File: src/rtl/cache_pkg.sv
package cache_pkg;

   typedef enum logic [1:0] {
      ST_IDLE  = 2'd0,
      ST_WBACK = 2'd1,
      ST_FILL  = 2'd2,
      ST_RESP  = 2'd3
   } ctl_state_e;

endpackage

File: src/rtl/cache_tag_array.sv
module cache_tag_array #(
   parameter int SET_BITS = 3,
   parameter int WAY_BITS = 1,
   parameter int TAG_W    = 17
) (
   input  logic                           clk,
   input  logic                           rst_n,
   input  logic [SET_BITS-1:0]            rd_set,
   output logic [(1<<WAY_BITS)-1:0][TAG_W-1:0] rd_tag,
   output logic [(1<<WAY_BITS)-1:0]       rd_valid,
   output logic [(1<<WAY_BITS)-1:0]       rd_dirty,
   input  logic                           fill_en,
   input  logic [SET_BITS-1:0]            fill_set,
   input  logic [((WAY_BITS>0)?WAY_BITS:1)-1:0] fill_way,
   input  logic [TAG_W-1:0]               fill_tag,
   input  logic                           dirty_en,
   input  logic [SET_BITS-1:0]            dirty_set,
   input  logic [((WAY_BITS>0)?WAY_BITS:1)-1:0] dirty_way
);

   localparam int SETS = 1 << SET_BITS;
   localparam int WAYS = 1 << WAY_BITS;

   logic [TAG_W-1:0] tag_q [SETS][WAYS];
   logic [WAYS-1:0]  vld_q [SETS];
   logic [WAYS-1:0]  dty_q [SETS];

   always_ff @(posedge clk) begin
      if (fill_en) tag_q[fill_set][fill_way] <= fill_tag;
   end

   always_ff @(posedge clk or negedge rst_n) begin
      if (!rst_n) begin
         for (int s = 0; s < SETS; s++) begin
            vld_q[s] <= '0;
            dty_q[s] <= '0;
         end
      end else begin
         if (fill_en) begin
            vld_q[fill_set][fill_way] <= 1'b1;
            dty_q[fill_set][fill_way] <= 1'b0;
         end
         if (dirty_en) dty_q[dirty_set][dirty_way] <= 1'b1;
      end
   end

   always_comb begin
      for (int w = 0; w < WAYS; w++) rd_tag[w] = tag_q[rd_set][w];
      rd_valid = vld_q[rd_set];
      rd_dirty = dty_q[rd_set];
   end

endmodule

File: src/rtl/cache_lru.sv
module cache_lru #(
   parameter int SET_BITS = 3,
   parameter int WAY_BITS = 1
) (
   input  logic                                  clk,
   input  logic                                  rst_n,
   input  logic                                  touch_en,
   input  logic [SET_BITS-1:0]                   touch_set,
   input  logic [((WAY_BITS>0)?WAY_BITS:1)-1:0]  touch_way,
   input  logic [SET_BITS-1:0]                   look_set,
   input  logic [(1<<WAY_BITS)-1:0]              look_valid,
   output logic [((WAY_BITS>0)?WAY_BITS:1)-1:0]  victim_way
);

   localparam int SETS = 1 << SET_BITS;
   localparam int WAYS = 1 << WAY_BITS;
   localparam int WAY_IW = (WAY_BITS > 0) ? WAY_BITS : 1;

   generate
      if (WAY_BITS == 0) begin : g_direct
         logic unused_lru_inputs;
         assign unused_lru_inputs = ^{clk, rst_n, touch_en, touch_set, touch_way,
                                      look_set, look_valid};
         assign victim_way = '0;
      end else begin : g_ages
         // age 0 = most recent; age WAYS-1 = least recent; a permutation per set
         logic [WAY_BITS-1:0] age_q [SETS][WAYS];

         always_ff @(posedge clk or negedge rst_n) begin
            if (!rst_n) begin
               for (int s = 0; s < SETS; s++)
                  for (int w = 0; w < WAYS; w++)
                     age_q[s][w] <= WAY_BITS'(w);
            end else if (touch_en) begin
               for (int w = 0; w < WAYS; w++) begin
                  if (WAY_IW'(w) == touch_way)
                     age_q[touch_set][w] <= '0;
                  else if (age_q[touch_set][w] < age_q[touch_set][touch_way])
                     age_q[touch_set][w] <= age_q[touch_set][w] + 1'b1;
               end
            end
         end

         always_comb begin
            victim_way = '0;
            for (int w = 0; w < WAYS; w++)
               if (age_q[look_set][w] == WAY_BITS'(WAYS - 1)) victim_way = WAY_IW'(w);
            for (int w = WAYS - 1; w >= 0; w--)
               if (!look_valid[w]) victim_way = WAY_IW'(w);
         end
      end
   endgenerate

endmodule

File: src/rtl/cache_data_array.sv
module cache_data_array #(
   parameter int DATA_W = 32,
   parameter int IDX_W  = 6
) (
   input  logic              clk,
   input  logic              we,
   input  logic [IDX_W-1:0]  waddr,
   input  logic [DATA_W-1:0] wdata,
   input  logic [IDX_W-1:0]  raddr,
   output logic [DATA_W-1:0] rdata
);

   localparam int DEPTH = 1 << IDX_W;

   logic [DATA_W-1:0] word_q [DEPTH];

   always_ff @(posedge clk) begin
      if (we) word_q[waddr] <= wdata;
   end

   assign rdata = word_q[raddr];

endmodule

File: src/rtl/sa_wb_cache.sv
module sa_wb_cache #(
   parameter int ADDR_W    = 24,
   parameter int DATA_W    = 32,
   parameter int WAY_BITS  = 1,
   parameter int SET_BITS  = 3,
   parameter int LINE_BITS = 2
) (
   input  logic                 clk,
   input  logic                 rst_n,
   input  logic                 cpu_req,
   input  logic                 cpu_we,
   input  logic [ADDR_W-1:0]    cpu_addr,
   input  logic [DATA_W-1:0]    cpu_wdata,
   output logic                 cpu_stall,
   output logic [DATA_W-1:0]    cpu_rdata,
   output logic                 mem_start,
   output logic                 mem_wr,
   output logic [ADDR_W-1:0]    mem_addr,
   output logic [LINE_BITS:0]   mem_len,
   output logic [DATA_W-1:0]    mem_wdata,
   input  logic                 mem_ack,
   input  logic [DATA_W-1:0]    mem_rdata,
   input  logic                 mem_done
);

   import cache_pkg::*;

   localparam int BYTE_BITS = $clog2(DATA_W / 8);
   localparam int OFF_LSB   = BYTE_BITS;
   localparam int SET_LSB   = OFF_LSB + LINE_BITS;
   localparam int TAG_LSB   = SET_LSB + SET_BITS;
   localparam int TAG_W     = ADDR_W - TAG_LSB;
   localparam int WAYS      = 1 << WAY_BITS;
   localparam int WORDS     = 1 << LINE_BITS;
   localparam int LEN_W     = LINE_BITS + 1;
   localparam int WAY_IW    = (WAY_BITS > 0) ? WAY_BITS : 1;
   localparam int IDX_W     = SET_BITS + WAY_IW + LINE_BITS;

   generate
      if (DATA_W < 8 || (DATA_W % 8) != 0 || BYTE_BITS < 1) begin : g_bad_data
         $error("DATA_W must be a whole number of bytes, at least two");
      end
      if (LINE_BITS < 1 || SET_BITS < 1 || WAY_BITS < 0) begin : g_bad_geom
         $error("LINE_BITS and SET_BITS must be at least 1, WAY_BITS non-negative");
      end
      if (TAG_W < 1) begin : g_bad_tag
         $error("address too narrow for the chosen set and line sizes");
      end
   endgenerate

   // ---------------- address split ----------------
   logic [TAG_W-1:0]     req_tag;
   logic [SET_BITS-1:0]  req_set;
   logic [LINE_BITS-1:0] req_word;
   logic                 unused_byte_lane;

   assign req_tag          = cpu_addr[ADDR_W-1:TAG_LSB];
   assign req_set          = cpu_addr[TAG_LSB-1:SET_LSB];
   assign req_word         = cpu_addr[SET_LSB-1:OFF_LSB];
   assign unused_byte_lane = ^cpu_addr[OFF_LSB-1:0];

   // ---------------- controller state ----------------
   ctl_state_e           state_q;
   logic [SET_BITS-1:0]  miss_set_q;
   logic [WAY_IW-1:0]    miss_way_q;
   logic [TAG_W-1:0]     miss_tag_q;
   logic [TAG_W-1:0]     vict_tag_q;
   logic [LINE_BITS-1:0] beat_q;
   logic                 live_q;

   // ---------------- tag store ----------------
   logic [WAYS-1:0][TAG_W-1:0] rd_tag;
   logic [WAYS-1:0]            rd_valid;
   logic [WAYS-1:0]            rd_dirty;
   logic                       fill_en;
   logic                       wr_hit;
   logic [WAYS-1:0]            way_hit;
   logic [WAY_IW-1:0]          hit_way;
   logic [WAY_IW-1:0]          victim_way;
   logic                       lookup_hit;
   logic                       idle_hit;

   assign fill_en = (state_q == ST_FILL) && mem_done;

   cache_tag_array #(
      .SET_BITS (SET_BITS),
      .WAY_BITS (WAY_BITS),
      .TAG_W    (TAG_W)
   ) u_tags (
      .clk       (clk),
      .rst_n     (rst_n),
      .rd_set    (req_set),
      .rd_tag    (rd_tag),
      .rd_valid  (rd_valid),
      .rd_dirty  (rd_dirty),
      .fill_en   (fill_en),
      .fill_set  (miss_set_q),
      .fill_way  (miss_way_q),
      .fill_tag  (miss_tag_q),
      .dirty_en  (wr_hit),
      .dirty_set (req_set),
      .dirty_way (hit_way)
   );

   generate
      for (genvar w = 0; w < WAYS; w++) begin : g_cmp
         assign way_hit[w] = rd_valid[w] && (rd_tag[w] == req_tag);
      end
   endgenerate

   always_comb begin
      hit_way = '0;
      for (int w = 0; w < WAYS; w++)
         if (way_hit[w]) hit_way = WAY_IW'(w);
   end

   assign lookup_hit = cpu_req && (|way_hit);
   assign idle_hit   = (state_q == ST_IDLE) && lookup_hit;
   assign wr_hit     = idle_hit && cpu_we;

   // ---------------- replacement order ----------------
   cache_lru #(
      .SET_BITS (SET_BITS),
      .WAY_BITS (WAY_BITS)
   ) u_lru (
      .clk        (clk),
      .rst_n      (rst_n),
      .touch_en   (idle_hit),
      .touch_set  (req_set),
      .touch_way  (hit_way),
      .look_set   (req_set),
      .look_valid (rd_valid),
      .victim_way (victim_way)
   );

   // ---------------- data store ----------------
   logic              da_we;
   logic [IDX_W-1:0]  da_waddr;
   logic [DATA_W-1:0] da_wdata;
   logic [IDX_W-1:0]  da_raddr;
   logic [DATA_W-1:0] da_rdata;

   always_comb begin
      da_we    = 1'b0;
      da_waddr = {req_set, hit_way, req_word};
      da_wdata = cpu_wdata;
      if (state_q == ST_FILL && mem_ack) begin
         da_we    = 1'b1;
         da_waddr = {miss_set_q, miss_way_q, beat_q};
         da_wdata = mem_rdata;
      end else if (wr_hit) begin
         da_we    = 1'b1;
      end
   end

   assign da_raddr = (state_q == ST_WBACK) ? {miss_set_q, miss_way_q, beat_q}
                                           : {req_set, hit_way, req_word};

   cache_data_array #(
      .DATA_W (DATA_W),
      .IDX_W  (IDX_W)
   ) u_data (
      .clk   (clk),
      .we    (da_we),
      .waddr (da_waddr),
      .wdata (da_wdata),
      .raddr (da_raddr),
      .rdata (da_rdata)
   );

   // ---------------- miss sequencer ----------------
   always_ff @(posedge clk or negedge rst_n) begin
      if (!rst_n) begin
         state_q    <= ST_IDLE;
         miss_set_q <= '0;
         miss_way_q <= '0;
         miss_tag_q <= '0;
         vict_tag_q <= '0;
         beat_q     <= '0;
         live_q     <= 1'b0;
      end else begin
         unique case (state_q)
            ST_IDLE: begin
               if (cpu_req && !(|way_hit)) begin
                  miss_set_q <= req_set;
                  miss_tag_q <= req_tag;
                  miss_way_q <= victim_way;
                  vict_tag_q <= rd_tag[victim_way];
                  beat_q     <= '0;
                  state_q    <= (rd_valid[victim_way] && rd_dirty[victim_way])
                                ? ST_WBACK : ST_FILL;
               end
            end
            ST_WBACK, ST_FILL: begin
               if (!live_q) live_q <= 1'b1;
               if (mem_ack) beat_q <= beat_q + 1'b1;
               if (mem_done) begin
                  live_q  <= 1'b0;
                  beat_q  <= '0;
                  state_q <= (state_q == ST_WBACK) ? ST_FILL : ST_RESP;
               end
            end
            ST_RESP: state_q <= ST_IDLE;
            default: state_q <= ST_IDLE;
         endcase
      end
   end

   // ---------------- outputs ----------------
   assign cpu_stall = (state_q != ST_IDLE) || (cpu_req && !(|way_hit));
   assign cpu_rdata = da_rdata;
   assign mem_start = ((state_q == ST_WBACK) || (state_q == ST_FILL)) && !live_q;
   assign mem_wr    = (state_q == ST_WBACK);
   assign mem_addr  = {(state_q == ST_WBACK) ? vict_tag_q : miss_tag_q,
                       miss_set_q, {SET_LSB{1'b0}}};
   assign mem_len   = LEN_W'(WORDS);
   assign mem_wdata = da_rdata;

endmodule

File: config.mk
export PLATFORM = sky130hd
export DESIGN_NAME = sa_wb_cache
export DESIGN_NICKNAME = d
export VERILOG_FILES = /design/src/rtl/cache_pkg.sv /design/src/rtl/cache_tag_array.sv /design/src/rtl/cache_lru.sv /design/src/rtl/cache_data_array.sv /design/src/rtl/sa_wb_cache.sv
export SDC_FILE = /design/constraint.sdc
export NUM_CORES = 2
export LEC_CHECK = 0
export BUFFER_PORTS_ARGS = -buffer_cell sky130_fd_sc_hd__buf_2
export CAP_MARGIN = 20
export CELL_PAD_IN_SITES_DETAIL_PLACEMENT = 0
export CELL_PAD_IN_SITES_GLOBAL_PLACEMENT = 1
export CORE_MARGIN = 2
export CORE_UTILIZATION = 45
export CTS_BUF_LIST = sky130_fd_sc_hd__clkbuf_4 sky130_fd_sc_hd__clkbuf_8
export DETAILED_ROUTE_END_ITERATION = 6
export PLACE_DENSITY = 0.66
export REMOVE_ABC_BUFFERS = 1
export SLEW_MARGIN = 20
export SYNTH_ARGS = -nofsm -noshare
export SYNTH_HDL_FRONTEND = slang
export SYNTH_SLANG_ARGS = --single-unit
File: constraint.sdc
create_clock -name clk -period 15.5 [get_ports clk]
set_input_delay 4.65 -clock clk [delete_from_list [all_inputs] [get_ports clk]]
set_output_delay 4.65 -clock clk [all_outputs]
set_load 0.02 [all_outputs]
==> metrics <==
fin. max-slew vios 0; Critical Path Sink Type output port; first-pass GRT wire length approximately 360 mm; IO Port Bufs 178; Die Span Y 464 µm; Setup Crit Path Kind in -> out; CTS tree built; Num CTS Buffers 406; Area Overhead vs Synth 14.0%; clock root buffer clkbuf_8; site row count roughly 170; CTS Buffer Depth 4; reg2reg start u_tags.tag_q[3][31]; synthesized area per cell 20.6 µm²; final setup fails 0; Resized cells post-CTS 0; hold_buf cts 0; Die X ~460 µm; RR Endpoint u_data.word_q[1][2]; Clock Skew between 0.1 and 0.15 ns; ys flop type edfxtp_1; Startpoint Class primary input; clk slew on worst S/H paths 0.06 ns; Total Routed Length between 200 and 300 mm; Initial Util 45.4%; NumNets Final about 5.2k; Leak ~0.036 µW; pin count of the biggest net entering global routing roughly 140; antenna viol nets, final 0; f_max about 70 MHz; CP required 10.85 ns; largest cells by area after synthesis edfxtp_1, mux4_2, mux2i_1; DRT iter0 DRCs just under 5k; Die Area approximately 220,000 µm²; final hold violations 0; Final min period around 14 ns; Synth area leader edfxtp_1; number of unique standard cell types used by synthesis 74; yosys warns 0; Hold Path Depth 1; synthesized flop and latch total between 2k and 2.5k; htree depth 5; share of cells above drive strength 1 ~32%; worst vdd ir ~0.14 mV; share of the synthesized area in the top cell type 73.1%; post-CTS setup buffer count 0; mapped cell area about 95,000 µm²; total gr overflow 0; sequential share of the synthesized area between 70% and 80%; first drt pass iteration count 6; DRC errors left 0; Post-synth ARST share under 10%; Arr. time, crit path approximately 9.6 ns; power per cell area between 150 and 200 nW/µm²; hold path startpoint u_tags.vld_q[13]; core area 210,000 µm²; vias just under 50k; fin util 51.7%; post-DR wirelength/cell ~31 µm; Clk Latency, worst-skew pair approximately 1.1 ns; num ports 188; Tcrit/Tclk final 92.2%; routability cong. 0.805; WHS Endpoint u_tags.vld_q[13]; max-cap violation count 0; clock sinks ~2.4k; cell depth of the worst flop-to-flop path 12; crit-path max FO just over 50; hpwl dp 143 mm; global-route usage over all layers 23.7%; Vias/cell about 6; Worst-Margin Slew 1.12 ns; hold slack final 0.469 ns; antenna violations before repair 13; status completed; Reg2Reg Setup Slack between 9 and 10 ns; number of synthesized flops with an enable pin between 2k and 2.5k; min-delay worst type reg -> reg; vias in the first global route between 50k and 60k; Slew Limit Headroom between 20% and 30%; unrepaired setup endpoints after global routing no; Syn Inst Count roughly 4.6k
power breakdown:
group | switching, µW | leakage [µW] | internal (µW)
Clock | 2480 | 0.00397 | 2860
Combinational | 2110 | 0.0100 | 1060
Sequential | 184 | 0.0220 | 7830
through the flow:
| stage | setup slack, ns | total power, µW | instances | TNS [ns] | area (µm²) |
|---|---|---|---|---|---|
| final | 1.21 | 16500 | 8228 | 0 | 109000 |
| after CTS | 1.16 | 16600 | 8218 | 0 | 109000 |
| after floorplan | -42.09 | 11100 | 4329 | -2679.34 | 94000 |
| after global routing | 0.926 | 17100 | 8226 | 0 | 109000 |
| after global placement | 1.19 | 11300 | 7513 | 0 | 101000 |
| after detailed placement | 1.16 | 11300 | 7513 | 0 | 101000 |
critical path, cell delays in order:
cell      delay, ns
buf_4          0.54
buf_4          0.50
mux2i_1        0.23
o32ai_1        0.12
or4_1          0.50
a211oi_1       0.41
and4_1         0.51
and3_4         0.60
buf_4          0.27
a31oi_1        0.10
o22ai_1        0.67
a311o_1        0.31
buf_2          0.18
kinds of logic after synthesis:
kind of cell,count (synthesis),synth area share (%)
adders and majority gates,5,0.0656
xor gates and xnor gates,25,0.230
DFF,2411,75.5
buffers and inverters,328,1.53
AOI/OAI and AO/OA,587,4.04
and+or+nand+nor,357,1.79
muxes,917,16.9
other,2,0.00788
cell usage after synthesis (7+ instances only):
cell         n
a211oi_1     9
a21o_1       9
a21oi_1     87
a221o_1     13
a221oi_1    11
a22o_1       8
a22oi_1     50
a311o_1     30
a31oi_1     78
and2_1       8
and3_1       9
buf_1       47
buf_2       35
buf_4       48
clkbuf_1   177
dfrtp_1     83
dfstp_2      8
edfxtp_1  2320
inv_1       19
mux2_2      75
mux2i_1    299
mux4_2     543
nand2_1    174
nand2b_1    16
nand3_1     21
nand4_1      7
nor2_1      47
nor2b_1     14
nor3_1      10
o21ai_0    113
o22ai_1    127
or2_2       14
xnor2_1     18
xor2_1       7
flip-flops by register name (all words and copies together) (netlist names):
register / cells
u_lru.g_ages.age_q: 16
u_tags.tag_q: 272
u_tags.vld_q: 16
miss_tag_q: 17
miss_set_q: 3
beat_q: 2
miss_way_q: 1
live_q: 1
vict_tag_q: 17
u_tags.dty_q: 16
state_q: 2
u_data.word_q: 2048
cell type report:
cell class	count	area [µm²]
antenna	7	17.5
clock buffer	559	6820
clock inverter	146	673
fill	16700	101000
inverter	20	77.6
multi-input combinational	1898	23000
sequential	2411	72000
tap	2805	3510
timing repair buffer	382	2620
routing by layer:
layer  global-route usage (%)  wire length [µm]  share of wire, %
met5                        0               113             0.044
met4                     7.57              7570               2.9
met3                     4.63             18500               7.1
met2                     38.9            128000                49
met1                     32.2            104000                40
cell usage in the layout (no fill, tap or decap), drive strengths merged, types with 11 or more instances in the layout:
master,n
a21oi,87
a221o,13
a221oi,11
a22oi,50
a311o,30
a31oi,78
buf,382
clkbuf,559
clkinv,134
dfrtp,83
edfxtp,2320
inv,25
mux2,75
mux2i,299
mux4,543
nand2,174
nand2b,16
nand3,24
nor2,47
nor2b,14
o21ai,116
o22ai,127
or2,14
xnor2,18
worst max path at each step:
stage                start       endpoint  slack (ns)  cells past startpoint
2_1_floorplan  cpu_addr[2]  cpu_rdata[29]      -42.09                      6
3_3_place_gp   cpu_addr[5]  cpu_rdata[17]        1.19                     13
3_5_place_dp   cpu_addr[5]  cpu_rdata[17]        1.16                     13
4_1_cts        cpu_addr[5]  cpu_rdata[17]        1.16                     13
5_1_grt        cpu_addr[5]  mem_wdata[11]        0.93                     12
6_report       cpu_addr[5]  cpu_rdata[17]        1.21                     13
No activity file was read; power rests on OpenSTA's default activity.
